$ cat src/rtl/selftest_pkg.sv
package selftest_pkg;

  typedef enum logic [1:0] {
    SEQ_IDLE = 2'd0,
    SEQ_CHAN = 2'd1,
    SEQ_DONE = 2'd2
  } seq_state_e;

  localparam logic [1:0] ADDR_ENABLE = 2'd0;
  localparam logic [1:0] ADDR_VERIFY = 2'd1;
  localparam logic [1:0] ADDR_STATUS = 2'd2;

  localparam int BG_BIT  = 2;
  localparam int OFF_BIT = 3;

  localparam logic [7:0] ALIVE_MARK = 8'h55;
  localparam int unsigned OFFLINE_CAP_SECS = 10;

  // Cycles per channel step: the budget (capped) split evenly over the channels.
  function automatic int unsigned step_len(input int unsigned tps,
                                           input int unsigned secs,
                                           input int unsigned nch);
    int unsigned s;
    int unsigned r;
    s = (secs > OFFLINE_CAP_SECS) ? OFFLINE_CAP_SECS : secs;
    if (s == 0) s = 1;
    r = (tps * s) / nch;
    return (r == 0) ? 1 : r;
  endfunction

  // Counter width able to hold values 0 .. limit-1.
  function automatic int unsigned cnt_width(input int unsigned limit);
    return (limit < 2) ? 1 : $clog2(limit);
  endfunction

endpackage

$ cat src/rtl/st_heartbeat.sv
module st_heartbeat
  import selftest_pkg::*;
#(
  parameter int unsigned TICKS_PER_SEC = 200_000_000
) (
  input  logic       clk,
  input  logic       rst_n,
  input  logic       bg_en,
  input  logic       sw_wr,
  input  logic [7:0] sw_data,
  output logic [7:0] verify,
  output logic       hb_fire
);

  localparam int unsigned CW = cnt_width(TICKS_PER_SEC);
  localparam logic [CW-1:0] LAST = CW'(TICKS_PER_SEC - 1);

  logic [CW-1:0] sec_cnt;

  assign hb_fire = bg_en && (sec_cnt == LAST);

  always_ff @(posedge clk or negedge rst_n) begin
    if (!rst_n) begin
      sec_cnt <= '0;
    end else if (!bg_en || hb_fire) begin
      sec_cnt <= '0;
    end else begin
      sec_cnt <= sec_cnt + CW'(1);
    end
  end

  always_ff @(posedge clk or negedge rst_n) begin
    if (!rst_n) begin
      verify <= '0;
    end else if (hb_fire) begin
      verify <= ALIVE_MARK;
    end else if (sw_wr) begin
      verify <= sw_data;
    end
  end


  hb_mark_chk: assert property (@(posedge clk) disable iff (!rst_n)
    hb_fire |=> (verify == ALIVE_MARK));

endmodule

$ cat src/rtl/st_offline_seq.sv
module st_offline_seq
  import selftest_pkg::*;
#(
  parameter int unsigned NUM_CH     = 4,
  parameter int unsigned STEP_TICKS = 400_000_000
) (
  input  logic              clk,
  input  logic              rst_n,
  input  logic              off_en,
  input  logic [NUM_CH-1:0] chk_fail,
  output logic [NUM_CH-1:0] chan_sel,
  output logic              seq_done,
  output logic              step_end,
  output logic [NUM_CH-1:0] pending
);

  localparam int unsigned CW = cnt_width(STEP_TICKS);
  localparam int unsigned IW = cnt_width(NUM_CH);
  localparam logic [CW-1:0] CNT_LAST = CW'(STEP_TICKS - 1);
  localparam logic [IW-1:0] IDX_LAST = IW'(NUM_CH - 1);

  seq_state_e    state;
  logic [IW-1:0] idx;
  logic [CW-1:0] cnt;

  for (genvar g = 0; g < NUM_CH; g++) begin : g_sel
    assign chan_sel[g] = (state == SEQ_CHAN) && (idx == IW'(g));
  end

  assign seq_done = (state == SEQ_DONE);
  assign step_end = (state == SEQ_CHAN) && off_en && (cnt == CNT_LAST);

  always_ff @(posedge clk or negedge rst_n) begin
    if (!rst_n) begin
      state   <= SEQ_IDLE;
      idx     <= '0;
      cnt     <= '0;
      pending <= '0;
    end else begin
      unique case (state)
        SEQ_IDLE: if (off_en) begin
          state   <= SEQ_CHAN;
          idx     <= '0;
          cnt     <= '0;
          pending <= '0;
        end
        SEQ_CHAN: begin
          if (!off_en) begin
            state <= SEQ_IDLE;
          end else if (step_end) begin
            pending <= pending | (chan_sel & chk_fail);
            cnt     <= '0;
            if (idx == IDX_LAST) state <= SEQ_DONE;
            else                 idx   <= idx + IW'(1);
          end else begin
            cnt <= cnt + CW'(1);
          end
        end
        SEQ_DONE: if (!off_en) state <= SEQ_IDLE;
        default:  state <= SEQ_IDLE;
      endcase
    end
  end


  sel_onehot_chk: assert property (@(posedge clk) disable iff (!rst_n)
    $onehot0(chan_sel) && !(seq_done && (chan_sel != '0)));


  abort_idle_chk: assert property (@(posedge clk) disable iff (!rst_n)
    !off_en |=> (chan_sel == '0) && !seq_done);


  verdict_keep_chk: assert property (@(posedge clk) disable iff (!rst_n)
    (state != SEQ_IDLE) |=> ((pending & $past(pending)) == $past(pending)));

endmodule

$ cat src/rtl/st_status_latch.sv
module st_status_latch #(
  parameter int unsigned NUM_CH = 4
) (
  input  logic              clk,
  input  logic              rst_n,
  input  logic              bg_en,
  input  logic [NUM_CH-1:0] chk_fail,
  input  logic              publish,
  input  logic [NUM_CH-1:0] pending,
  input  logic              rd_hit,
  output logic [NUM_CH-1:0] status
);

  logic [NUM_CH-1:0] set_mask;
  logic [NUM_CH-1:0] clr_mask;

  assign set_mask = (bg_en ? chk_fail : '0) | (publish ? pending : '0);
  assign clr_mask = rd_hit ? status : '0;

  always_ff @(posedge clk or negedge rst_n) begin
    if (!rst_n) status <= '0;
    else        status <= (status & ~clr_mask) | set_mask;
  end


  hold_until_read_chk: assert property (@(posedge clk) disable iff (!rst_n)
    !rd_hit |=> ((status & $past(status)) == $past(status)));


  set_wins_chk: assert property (@(posedge clk) disable iff (!rst_n)
    (set_mask != '0) |=> ((status & $past(set_mask)) == $past(set_mask)));


  quiet_no_set_chk: assert property (@(posedge clk) disable iff (!rst_n)
    (!bg_en && !publish) |=> ((status & ~$past(status)) == '0));

endmodule

$ cat src/rtl/selftest_ctrl.sv
module selftest_ctrl
  import selftest_pkg::*;
#(
  parameter int unsigned NUM_CH        = 4,
  parameter int unsigned DATA_W        = 16,
  parameter int unsigned TICKS_PER_SEC = 200_000_000,
  parameter int unsigned OFFLINE_SECS  = 8
) (
  input  logic              clk,
  input  logic              rst_n,
  input  logic              bus_wr,
  input  logic              bus_rd,
  input  logic [1:0]        bus_addr,
  input  logic [DATA_W-1:0] bus_wdata,
  output logic [DATA_W-1:0] bus_rdata,
  input  logic              irq_en,
  input  logic [NUM_CH-1:0] chk_fail,
  output logic              test_active,
  output logic [NUM_CH-1:0] chan_sel,
  output logic              seq_done,
  output logic              irq
);

  localparam int unsigned STEP_TICKS = step_len(TICKS_PER_SEC, OFFLINE_SECS, NUM_CH);

  logic              bg_en;
  logic              off_en;
  logic              en_wr;
  logic              ver_wr;
  logic              stat_rd;
  logic              publish;
  logic              hb_fire;
  logic              step_end;
  logic [7:0]        verify;
  logic [NUM_CH-1:0] pending;
  logic [NUM_CH-1:0] status;
  logic [DATA_W-1:0] rd_mux;

  assign en_wr   = bus_wr && (bus_addr == ADDR_ENABLE);
  assign ver_wr  = bus_wr && (bus_addr == ADDR_VERIFY);
  assign stat_rd = bus_rd && (bus_addr == ADDR_STATUS);
  assign publish = en_wr && off_en && !bus_wdata[OFF_BIT];

  always_ff @(posedge clk or negedge rst_n) begin
    if (!rst_n) begin
      bg_en  <= 1'b0;
      off_en <= 1'b0;
    end else if (en_wr) begin
      bg_en  <= bus_wdata[BG_BIT];
      off_en <= bus_wdata[OFF_BIT];
    end
  end

  st_heartbeat #(.TICKS_PER_SEC(TICKS_PER_SEC)) u_hb (
    .clk     (clk),
    .rst_n   (rst_n),
    .bg_en   (bg_en),
    .sw_wr   (ver_wr),
    .sw_data (bus_wdata[7:0]),
    .verify  (verify),
    .hb_fire (hb_fire)
  );

  st_offline_seq #(.NUM_CH(NUM_CH), .STEP_TICKS(STEP_TICKS)) u_seq (
    .clk      (clk),
    .rst_n    (rst_n),
    .off_en   (off_en),
    .chk_fail (chk_fail),
    .chan_sel (chan_sel),
    .seq_done (seq_done),
    .step_end (step_end),
    .pending  (pending)
  );

  st_status_latch #(.NUM_CH(NUM_CH)) u_stat (
    .clk      (clk),
    .rst_n    (rst_n),
    .bg_en    (bg_en),
    .chk_fail (chk_fail),
    .publish  (publish),
    .pending  (pending),
    .rd_hit   (stat_rd),
    .status   (status)
  );

  always_comb begin
    rd_mux = '0;
    unique case (bus_addr)
      ADDR_ENABLE: begin
        rd_mux[BG_BIT]  = bg_en;
        rd_mux[OFF_BIT] = off_en;
      end
      ADDR_VERIFY: rd_mux[7:0]        = verify;
      ADDR_STATUS: rd_mux[NUM_CH-1:0] = status;
      default:     rd_mux = '0;
    endcase
  end

  always_ff @(posedge clk or negedge rst_n) begin
    if (!rst_n)      bus_rdata <= '0;
    else if (bus_rd) bus_rdata <= rd_mux;
  end

  assign test_active = off_en;
  assign irq         = irq_en && (status != '0);


  rdata_hold_chk: assert property (@(posedge clk) disable iff (!rst_n)
    !bus_rd |=> $stable(bus_rdata));


  irq_gate_chk: assert property (@(posedge clk) disable iff (!rst_n)
    irq |-> irq_en);


  active_follow_chk: assert property (@(posedge clk) disable iff (!rst_n)
    (en_wr && bus_wdata[OFF_BIT]) |=> test_active);

endmodule

$ cat config.mk
export PLATFORM = sky130hd
export DESIGN_NAME = selftest_ctrl
export DESIGN_NICKNAME = d
export VERILOG_FILES = /design/src/rtl/selftest_pkg.sv /design/src/rtl/st_heartbeat.sv /design/src/rtl/st_offline_seq.sv /design/src/rtl/st_status_latch.sv /design/src/rtl/selftest_ctrl.sv
export SDC_FILE = /design/constraint.sdc
export NUM_CORES = 1
export LEC_CHECK = 0
export BUFFER_PORTS_ARGS = -buffer_cell sky130_fd_sc_hd__buf_4
export CORE_UTILIZATION = 35
export DETAILED_ROUTE_END_ITERATION = 12
export GPL_ROUTABILITY_DRIVEN = 0
export HOLD_SLACK_MARGIN = 0.02
export SYNTH_ARGS = -nofsm -noshare
export SYNTH_HDL_FRONTEND = slang
export SYNTH_SLANG_ARGS = --single-unit
$ cat constraint.sdc
create_clock -name clk -period 2.9 [get_ports clk]
set_input_delay 0 -clock clk [delete_from_list [all_inputs] [get_ports clk]]
set_output_delay 0 -clock clk [all_outputs]
set_load 0.03 [all_outputs]
; ---- Word level (Yosys, flattened, before mapping)
; Cells that the tools add are included.
[totals]
register_bits = 87
input_bits = 27
wordCells = 89
out_inout_bits = 23
[op_classes]
n_eq_ne = 16
n_addsub = 3
muxes = 28
n_reduce_logical = 26
n_bitwise = 6
[op_table]
columns = op, n
row1 = $mux 29, 3
row2 = $pmux 29 s2, 1
row3 = $add 29x1->29 const B, 1
row4 = $eq 29x29->1 const B, 1
row5 = $add 28x1->28 const B, 1
row6 = $eq 28x28->1 const B, 1
row7 = $mux 28, 1
row8 = $mux 4, 7
row9 = $mux 2, 9
row10 = $mux 8, 2
row11 = $logic_and 1x1->1, 13
row12 = $or 4x4->4, 3
row13 = $pmux 2 s3, 2
row14 = $ne 2x2->1 const B, 5
row15 = $and 4x4->4, 2
row16 = $eq 2x2->1 const B, 4
row17 = $pmux 2 s2, 2
row18 = $pmux 4 s2, 1
row19 = $reduce_and 4->1, 2
row20 = $eq 2x1->1 const B, 3
row21 = $logic_not 2->1, 3
row22 = $ne 3x3->1 const B, 2
row23 = $reduce_and 5->1, 1
row24 = $not 4->4, 1
row25 = other kinds (6), 8

; ---- Depth between registers and ports, before layout
; Gate-level depths: netlist (run 1).
[logic_depth]
depth_word = 7
ltp_mapped = 8
mapped_depth_nobuf = 6

; ---- Modules after synthesis
; A second synthesis (run 1) with hierarchy kept.
[unflattened]
hier_cells = 479
hier_area_um2 = 4733.3
[modules_own_cells]
columns = mod, seq_area_each_um2, area_per_inst_um2, instances, cells_per_inst
row1 = st_offline_seq, 925.9, 2095.8, 1, 218
row2 = st_heartbeat, 900.9, 1885.6, 1, 186
row3 = selftest_ctrl, 250.2, 586.8, 1, 60
row4 = st_status_latch, 100.1, 165.2, 1, 15

; ---- Least setup slack after synthesis (run 1)
; No wires, ideal clock.
[synth_path]
path_kind = reg2reg
start = register u_seq.cnt[13]
end = register u_seq.idx[1]
path_slack_ns = 0.679
required_time_ns = 2.782
arrival_ns = 2.103
synth_period_minus_slack_ns = 2.221
setup_ns = 0.118
path_stages_with_launch = 6
n_path_buf = 0
path_cell_list = dfrtp_1 -> or4_1 -> or4_4 -> or3_4 -> mux2i_1 -> a21o_1
[synth_between]
elab_chain_cells = 4
[synth_lines]
columns = item, line_no
row1 = from (decl), st_offline_seq.sv:24  ; logic [CW-1:0] cnt;
row2 = from (signal assigned), st_offline_seq.sv:56  ; cnt <= cnt + CW'(1);
row3 = $eq 29x29->1, st_offline_seq.sv:31  ; assign step_end = (state == SEQ_CHAN) && off_en && (cnt == CNT_LAST);
row4 = $logic_and 1x1->1, st_offline_seq.sv:31
row5 = $ne 2x2->1 (no source line), --
row6 = $reduce_and 5->1 (no source line), --
row7 = to (signal assigned), st_offline_seq.sv:54  ; else idx <= idx + IW'(1);
row8 = to (decl), st_offline_seq.sv:23  ; logic [IW-1:0] idx;
; Every way passes these cells.
; A chain may end at the register's enable or synchronous reset.

; ---- Final worst setup path (run 1)
[layout_path]
start = register u_seq.cnt[13]
end = register u_seq.cnt[1]
[layout_between]
elab_chain_cells = 5
[layout_lines]
columns = item, line_no
row1 = $eq 29x29->1, st_offline_seq.sv:31
row2 = $logic_and 1x1->1, st_offline_seq.sv:31
row3 = $mux 29, st_offline_seq.sv:50  ; end else if (step_end) begin
row4 = $mux 29, st_offline_seq.sv:48  ; if (!off_en) begin
row5 = $pmux 29 s2, st_offline_seq.sv:40  ; unique case (state)
; Every way passes these cells. The select of a mux whose other input is x is not followed.

==> results of run 1 <==
## repair_timing
action                    4_1_cts  5_1_grt
setup buffers                   0        0
hold endpoints to repair       92        0
hold buffers                   14        0
## power breakdown
| group | leakage, nW | internal (mW) | switching, mW | total (mW) |
|---|---|---|---|---|
| Combinational | 0.959 | 0.141 | 0.230 | 0.371 |
| Clock | 0.136 | 0.624 | 0.452 | 1.08 |
| Sequential | 1.17 | 1.29 | 0.0811 | 1.37 |
| Total | 2.27 | 2.06 | 0.763 | 2.82 |
## layer usage
metal | wire length (um) | vias to the layer above
li1 | - | 1702
met1 | 4296 | 1649
met2 | 4381 | 42
met3 | 326 | 12
met4 | 101 | 0
met5 | 0 | -
## sequential cells by signal (all words and copies together), names as in the netlist
| name | cells |
|---|---|
| u_hb.sec_cnt | 28 |
| u_seq.pending | 4 |
| bus_rdata | 8 |
| u_seq.cnt | 29 |
| u_seq.idx | 2 |
| u_hb.verify | 8 |
| test_active | 1 |
| u_seq.state | 2 |
| bg_en | 1 |
| u_stat.status | 4 |
## worst max-delay path by stage
stage	startpoint	end	slack [ns]	cells past startpoint
2_1_floorplan	u_seq.cnt[13]	u_seq.idx[1]	0.68	5
3_3_place_gp	u_seq.cnt[13]	u_seq.pending[0]	0.57	5
3_5_place_dp	u_seq.cnt[13]	u_seq.cnt[1]	0.50	4
4_1_cts	u_seq.cnt[13]	u_seq.cnt[1]	0.50	4
5_1_grt	u_seq.cnt[13]	u_seq.pending[0]	0.28	5
6_report	u_seq.cnt[13]	u_seq.cnt[1]	0.50	4
## critical path: cells and delay by family (launching register included)
| kind | cells | cell delay (ns) |
|---|---|---|
| flip-flops | 1 | 0.43 |
| AO/OA/AOI/OAI | 1 | 0.19 |
| AND/OR/NAND/NOR | 3 | 1.63 |
## kinds of logic (layout without fill, tap and decap cells)
kind of cell,after synthesis,count (layout),synth area share
other cells,1,8,0.0008478
compound gates,41,41,0.06223
xor+xnor,48,48,0.09505
buf+inv,46,93,0.04809
flops,87,87,0.4922
mux,6,6,0.01443
fa+ha+maj,10,10,0.02829
simple gates,235,235,0.2588
## synthesized netlist by cell type (all sizes together)
cell type	n	area, um2
nand2	48	180.2
nor4	6	37.54
inv	23	86.33
o41a	1	11.26
nand4b	1	8.760
mux2	3	33.78
xor2	21	183.9
or2	1	6.260
a31oi	7	43.79
and4	5	45.04
a21o	1	7.510
nor3b	2	15.01
nor2	73	274.0
conb	1	3.750
a41oi	1	8.760
nand3	39	195.2
nand2b	4	25.02
nor2b	4	25.02
and2	8	50.05
nand3b	1	7.510
ha	10	125.1
xnor2	27	236.5
or4b	1	10.01
o211ai	2	15.01
or4	6	48.80
a21oi	8	40.04
dfrtp	87	2177
buf	12	85.08
clkbuf	11	41.29
and3	5	32.53
o21ai	7	35.03
nor3	12	60.06
mux2i	3	30.03
a222oi	6	60.06
o21a	1	7.510
or3	4	30.03
o22ai	5	31.28
a22oi	2	15.01
nand4	15	93.84
## area by class of cell
type | instances | area [um2]
Timing Repair Buffer | 54 | 440.4
Inverter | 23 | 86.33
Clock buffer | 13 | 260.3
Clock inverter | 3 | 17.52
Tap cell | 168 | 210.2
Multi-Input combinational cell | 348 | 2059
Fill cell | 1191 | 6910
Sequential cell | 87 | 2177
==> key figures, run 1 <==
Setup path
  • Slowest Stage Delay on Critical Path: between 0.5 and 0.6 ns
  • Crit-path slowest cell: or4_1
  • Worst Setup End Kind: register
  • CP startpoint kind: register
  • R2R Path Start: u_seq.cnt[13]
  • Crit path required time: between 3 and 4 ns
  • Worst R2R End: u_seq.cnt[1]
  • Crit-path max FO: 6
  • FF-to-FF setup slack: 0.50 ns
  • Worst reg2reg path depth: 4
  • CP arrival: 2.59 ns
  • Kind of critical path: reg -> reg
  • CP cell instances: or4_1 -> or4_4 -> nor3_1 -> o21ai_0

Worst hold path
  • Hold Path Origin: bus_addr[1]
  • Worst Hold Class: in -> reg
  • Worst hold path cell count: 4
  • Hold endpoint: bus_rdata[3]

STA
  • Highest clock rate: around 0.42 GHz
  • Clk_skew: between 0.003 and 0.004 ns
  • Final worst slack: ~0.5 ns
  • Unrepaired setup endpoints after global routing: no
  • Period utilization: 0.8274
  • Min cycle time layout: about 2.4 ns
  • Slew Limit Fails: 0
  • Final setup viols: 0
  • Final hold violations: 0
  • Worst slew pin tran: ~0.84 ns
  • Slew margin rel.: 0.4401
  • WHS: 0.09229 ns
  • Setup TNS: 0 ns

Layout
  • Diodes inserted: 0
  • Core Util, Final: 0.4318
  • Layout cells sized above 1: 0.1174
  • Non-Filler Instances: approximately 700
  • Most frequent cells in the layout: dfrtp_1, nor2_1, nand2_1
  • Final Net Count: 560
  • Commonest non-fill, non-tap cell in the layout: dfrtp_1
  • Post-route cell area: 0.005251 mm2
  • Area grow syn2layout: 18.73%

Die
  • Die X: ~110 um
  • Die ar.: between 0.01 and 0.015 mm2
  • # IOs: 50
  • Initial Util: 0.3637
  • Rows: 40
  • Core Footprint: 0.01216 mm2
  • Die Y: 114.4 um

Clock tree
  • Clock buffer count from CTS: 9
  • Clock slew at reported path FFs: about 0.060 ns
  • Clk sinks: 87
  • Post-CTS Resized: 0
  • CTS tree: yes
  • CTS Root Cell: clkbuf_16
  • Worst-Skew Late Latency: roughly 0.34 ns
  • H-tree levels: 3
  • Clk buf depth: 2

Global routing
  • Global-route wire length before repair: between 15000 and 20000 um
  • Initial antenna violation count: 0
  • Vias in the first global route: roughly 3300
  • Met2 usage in global routing: 0.2481
  • Largest net degree at the start of global routing: ~70
  • GR Util met3: 0.04182
  • Met1 Track Usage GR: 0.1979
  • Busiest grt layer: met2
  • Gr ovfl total: 0
  • Overall global routing resource usage: 0.1516

Synthesis
  • Sequential share of the synthesized area: 0.4922
  • Syn Inst Count: around 470
  • Yosys warning count: 0
  • Avg Inst Size Synth: a little over 9 um2
  • Mapped cell area: between 0.004 and 0.005 mm2
  • Cell variety after synth: 46
  • #FFs+latches synth: 87

Place
  • I/O Buffers: 33
  • Placed instance count: around 670
  • Area post-placement: roughly 0.0048 mm2
  • Pre-CTS setup slack: ~0.5 ns
  • DP HPWL: approximately 6400 um

Drt
  • WL per Instance: approximately 13 um
  • Vias/cell: 4.892
  • Antenna-violating nets left: 0
  • DRC viols: 0
  • Via count: approximately 3400
  • Final WL: approximately 9100 um
  • 1st-iter DRT viols: between 200 and 250
  • TritonRoute pass-1 iters: 6

Power
  • PD cells: between 500 and 600 mW/mm2
  • Leakage: 2.269 nW
  • Peak VDD IR: between 0.2 and 0.3 mV
  • Total chip power: roughly 2.8 mW

Flow run
  • Total of max-cap violations: 0

Run status
  • Status: finished, final reports clean
No activity file was read; power rests on OpenSTA's default activity.
==> run 2: changes to the inputs <==
ABC_AREA = 1   (was unset)
clock period = 2.2 ns   (was 2.9 ns; I/O delays follow)
==> key figures, run 2 <==
Clock tree
  • Clk buf depth: 2
  • CTS Root Cell: clkbuf_16
  • Clock buffer count from CTS: 9
  • Post-CTS setup-driven buffer insertion count: 0
  • Clock slew at reported path FFs: about 0.070 ns
  • H-tree levels: 3
  • CTS tree: yes
  • Worst-Skew Late Latency: 0.35 ns
  • Clk sinks: slightly below 90
  • Post-CTS Resized: 0

Synthesis
  • Synth top area cells: dfrtp_1, nand2_1, nor2_1, inv_1, nand3_1
  • Number of flops mapped to enable cells by yosys: 0
  • FFs w/ async S/R, synth: 1.000
  • Top cells by count, synth: nand2_1, nor2_1, dfrtp_1, inv_1, nand3_1
  • Top cell type by total area after synthesis: dfrtp_1
  • #FFs+latches synth: 87
  • Sequential share of the synthesized area: 0.4288
  • Most numerous cell in the Yosys netlist: nand2_1
  • Top_reg_cell synth: dfrtp_1
  • Synth top area share: 0.4288
  • Avg Inst Size Synth: roughly 7.5 um2
  • Yosys warning count: 0
  • Cell variety after synth: 39
  • Syn Inst Count: around 670
  • Mapped cell area: between 0.005 and 0.006 mm2

Global routing
  • Global-route wire length before repair: 19380 um
  • Gr ovfl total: 0
  • Vias in the first global route: between 4000 and 5000
  • Largest net degree at the start of global routing: 52
  • Overall global routing resource usage: 0.1656
  • Initial antenna violation count: 0

STA
  • Highest clock rate: roughly 0.56 GHz
  • Setup TNS: 0 ns
  • Clk_skew: around 0.011 ns
  • Unrepaired setup endpoints after global routing: no
  • Final worst slack: about 0.40 ns
  • Slew Limit Fails: 0
  • Final setup viols: 0
  • Final hold violations: 0
  • Min cycle time layout: ~1.8 ns
  • Period utilization: 0.8171

Drt
  • Antenna-violating nets left: 0
  • Final WL: approximately 11000 um
  • 1st-iter DRT viols: between 200 and 250
  • TritonRoute pass-1 iters: 5
  • Via count: ~4200
  • Vias/cell: 4.554
  • WL per Instance: 11.95 um
  • DRC viols: 0

Setup path
  • Slowest Stage Delay on Critical Path: 0.38 ns
  • Crit-path max FO: 26
  • CP cell instances: inv_1 -> nor3_1 -> nand2_1 -> nor2_2 -> nand2_2 -> nand2_4 -> nor2_1
  • Worst Setup End Kind: register
  • Worst Setup SP: u_hb.sec_cnt[6]
  • CP startpoint kind: register
  • Crit-path slowest cell: dfrtp_1
  • R2R Path Start: u_hb.sec_cnt[6]
  • Crit path required time: 2.42 ns
  • CP arrival: 2.02 ns
  • Kind of critical path: reg -> reg

Layout
  • Multi-input logic area: 0.002501 mm2
  • Register area: approximately 0.0022 mm2
  • Commonest non-fill, non-tap cell in the layout: nand2_1
  • Fill count: between 1000 and 1500
  • Largest register FFs: 29
  • Diodes inserted: 0
  • Layout cells sized above 1: 0.1238
  • Largest Register: u_seq.cnt
  • Final Net Count: between 700 and 800
  • Area grow syn2layout: 17.25%
  • Largest regs: u_seq.cnt x29, u_hb.sec_cnt x28
  • Post-route cell area: between 0.005 and 0.006 mm2
  • Most frequent cells in the layout: nand2_1, nor2_1, dfrtp_1

Power
  • Peak VDD IR: between 0.6 and 0.7 mV
  • PD cells: ~680 mW/mm2
  • Total chip power: 4.071 mW
  • Leakage: about 2.6 nW

Die
  • Initial Util: 0.3616
  • Die X: between 100 and 150 um
  • Rows: 43
  • # IOs: 50
  • Die ar.: approximately 0.015 mm2
  • Core Footprint: around 0.014 mm2
  • Die Y: roughly 120 um

Place
  • DP HPWL: 8095 um
  • Pre-CTS setup slack: around 0.4 ns
  • Area post-placement: approximately 0.0055 mm2
  • I/O Buffers: 33

Worst hold path
  • Hold Path Origin: bus_wr
  • Worst Hold Class: in -> reg

Flow run
  • Total of max-cap violations: 0

Run status
  • Status: finished, final reports clean
-- run 2: critical path: cells and delay by family, from the launching register on --
kind | cells | cell delay (ns)
buffers and inverters | 1 | 0.08
DFF | 1 | 0.38
and+or+nand+nor | 6 | 1.21
-- run 2: report_power, final --
| part | switching, mW | leakage, nW | total [mW] | internal (mW) |
|---|---|---|---|---|
| registers | 0.107 | 1.16 | 1.82 | 1.72 |
| logic | 0.505 | 1.34 | 0.760 | 0.254 |
| clock network | 0.676 | 0.134 | 1.49 | 0.812 |
-- run 2: final timing paths --
kind                               endpoint  slack [ns]  cells after the start
max                        u_hb.sec_cnt[22]        0.40                      7
min                          u_hb.verify[0]        0.03                      3
max reg2reg                u_hb.sec_cnt[22]        0.40                      7
min reg2reg                u_stat.status[0]        0.49                      2
max in group asynchronous     u_seq.cnt[22]        1.42                      3
min in group asynchronous   u_hb.sec_cnt[8]        0.15                      2
-- run 2: per-stage QoR --
stage	utilization	hold slack, ns	std cells
finish	0.4240	0.03290	915
global route	0.4240	0.03624	915
CTS	0.4240	0.02258	915
detailed placement	0.3919	0.003202	883
global placement	0.3919	-0.001457	883
floorplan	-	-0.2956	681
-- run 2: layout make-up --
type | count | area share
clock buffer | 10 | 0.04014
timing repair buffer | 54 | 0.07692
tap | 180 | 0.03783
clock inverter | 6 | 0.008617
inverter | 79 | 0.05065
sequential | 87 | 0.3657
multi-input combinational | 499 | 0.4201
-- run 2: per-layer routing --
metal  track usage  vias up  wire length, um
met4       0.04040        0               80
met1        0.2094     1897             5352
li1              -     2210                -
met3       0.04833        6              355
met5             0        -                0
met2        0.2760       54             5145
-- run 2: timing repair --
item                       CTS  global route
hold buffers                16             0
hold endpoints to repair    58             0
setup endpoints to repair    0             0
-- run 2: kinds of logic after synthesis --
kind of cell,share of synthesized area
adders and majority gates,0.02464
xor gates and xnor gates,0.05175
AOI/OAI and AO/OA,0.05151
other,0.0007386
buffers and inverters,0.08378
and+or+nand+nor,0.3499
DFF,0.4288
muxes,0.008871
==> run 3: changes to the inputs <==
clock period = 1.44 ns   (was 2.2 ns; I/O delays follow)
==> key figures, run 3 (same netlist as run 2, synthesis figures left out) <==
STA
  • WHS: between 0.03 and 0.04 ns
  • Highest clock rate: between 0.6 and 0.7 GHz
  • Period utilization: 1.072
  • Min cycle time layout: roughly 1.5 ns
  • Setup TNS: -3.602 ns
  • Final worst slack: -0.1043 ns
  • Final setup viols: 62
  • Clk_skew: between 0.01 and 0.015 ns
  • Unrepaired setup endpoints after global routing: yes
  • Slew Limit Fails: 0
  • Final hold violations: 0

Drt
  • 1st-iter DRT viols: 326
  • Antenna-violating nets left: 0
  • Via count: between 4000 and 5000
  • DRC viols: 0
  • WL per Instance: between 10 and 15 um
  • Final WL: approximately 13000 um
  • TritonRoute pass-1 iters: 7
  • Vias/cell: 4.715

Worst hold path
  • Worst Hold Class: in -> async

Setup path
  • CP cell instances: nor3_2 -> nand4_1 -> nor2_4 -> nand2_2 -> nand2_4 -> clkbuf_16 -> nor2_1
  • Kind of critical path: reg -> reg
  • Crit-path slowest cell: dfrtp_1
  • Crit-path max FO: 6
  • Crit path required time: 1.68 ns
  • CP bufs+invs: 1
  • Worst Setup End Kind: register
  • Crit-path leading delay family: simple AND/OR/NAND/NOR gates
  • CP startpoint kind: register
  • CP arrival: 1.79 ns
  • Slowest Stage Delay on Critical Path: approximately 0.40 ns

Clock tree
  • CTS Root Cell: clkbuf_16
  • Clk sinks: a little under 90
  • Clk buf depth: 2
  • Worst-Skew Late Latency: ~0.35 ns
  • H-tree levels: 3
  • CTS tree: yes
  • Clock slew at reported path FFs: ~0.070 ns
  • Clock buffer count from CTS: 9

Place
  • DP HPWL: ~9600 um
  • I/O Buffers: 33

Layout
  • Largest Register: u_seq.cnt
  • Layout cells sized above 1: 0.3373
  • Final Net Count: just under 900
  • Most frequent cells in the layout: nand2_1, buf_4, dfrtp_1
  • Commonest non-fill, non-tap cell in the layout: nand2_1
  • Largest regs: u_seq.cnt x29, u_hb.sec_cnt x28
  • Diodes inserted: 0
  • Area grow syn2layout: 42.80%
  • Largest register FFs: 29
  • Fill count: roughly 1300

Die
  • Rows: 43
  • Die ar.: 0.01499 mm2
  • Die Y: 122.4 um
  • Initial Util: 0.3616
  • Core Footprint: about 0.014 mm2
  • Die X: 122.4 um
  • # IOs: 50

Global routing
  • Vias in the first global route: ~4800
  • Overall global routing resource usage: 0.1831
  • Largest net degree at the start of global routing: 44
  • Initial antenna violation count: 0
  • Global-route wire length before repair: about 22000 um
  • Gr ovfl total: 0

Run status
  • Violated checks: setup timing
  • Status: complete, but fails checks

Flow run
  • Total of max-cap violations: 0

Power
  • PD cells: around 950 mW/mm2
  • Leakage: 3.311 nW
  • Peak VDD IR: roughly 0.86 mV
run 3: changes by cell type in the layout (fill, tap and decap cells not counted), moves of 12 or more:
cell	change
nor2_4	+12
nor2_2	+23
buf_4	+99
nand2_2	+13
nor2_1	-35
nand2_1	-16
run 3: metal layers:
metal  wire [um]  track usage  share of wire
met5           0            0              0
met4         205      0.06098          0.015
met3         529      0.04879          0.040
met2        6806       0.3199           0.51
met1        5787       0.2160           0.43
run 3: final timing paths:
| kind | start | to | slack, ns | cells past startpoint |
|---|---|---|---|---|
| worst max-delay path | u_hb.sec_cnt[12] | u_hb.sec_cnt[20] | -0.10 | 7 |
| worst min-delay path | rst_n | u_hb.sec_cnt[21] | 0.04 | 2 |
| worst max register to register | u_hb.sec_cnt[12] | u_hb.sec_cnt[20] | -0.10 | 7 |
| worst min register to register | u_seq.pending[3] | u_stat.status[3] | 0.48 | 2 |
| max in group asynchronous | rst_n | test_active | 0.79 | 3 |
| min in group clk | bus_addr[1] | bus_rdata[1] | 0.14 | 5 |
run 3: power by group:
group	total, mW	switching (mW)	leakage (nW)	internal (mW)
Sequential	2.78	0.155	1.15	2.62
Combinational	1.84	1.06	2.02	0.775
Clock	2.29	1.08	0.136	1.21
run 3: worst register-to-register path: cells and delay by family (launching register included):
kind	cells	cell delay [ns]
DFF	1	0.40
buffers and inverters	1	0.18
and+or+nand+nor	6	0.86
run 3: repair_timing:
item                       4_1_cts  5_1_grt
setup buffers                    2       11
hold buffers                    17        0
hold endpoints to repair       107        0
setup endpoints to repair       70       74
gates cloned                     1        2
pin swaps                        9       14
gates resized for setup         32       81
run 3: area by class of cell:
type	count	area, um2	share of cell area
multi-input cells	499	2872	0.3960
flip-flops and latches	87	2182	0.3009
repair buffers	163	1358	0.1872
inverters	79	309.0	0.04262
clock buffers	9	225.2	0.03106
well taps	180	225.2	0.03106
clock inverters	7	63.81	0.008801
repair inverters	1	16.27	0.002243
run 3: per-stage QoR:
step	cell area, um2	worst slack (ns)	utilization	power, mW	cells
global route	7251	-0.1686	0.5164	7.266	1025
global placement	6252	-0.1206	0.4452	4.254	976
finish	7251	-0.1043	0.5164	6.908	1025
detailed placement	6252	-0.1718	0.4452	4.299	976
floorplan	5130	-0.05034	-	3.703	681
CTS	6865	-0.06924	0.4889	6.827	1012
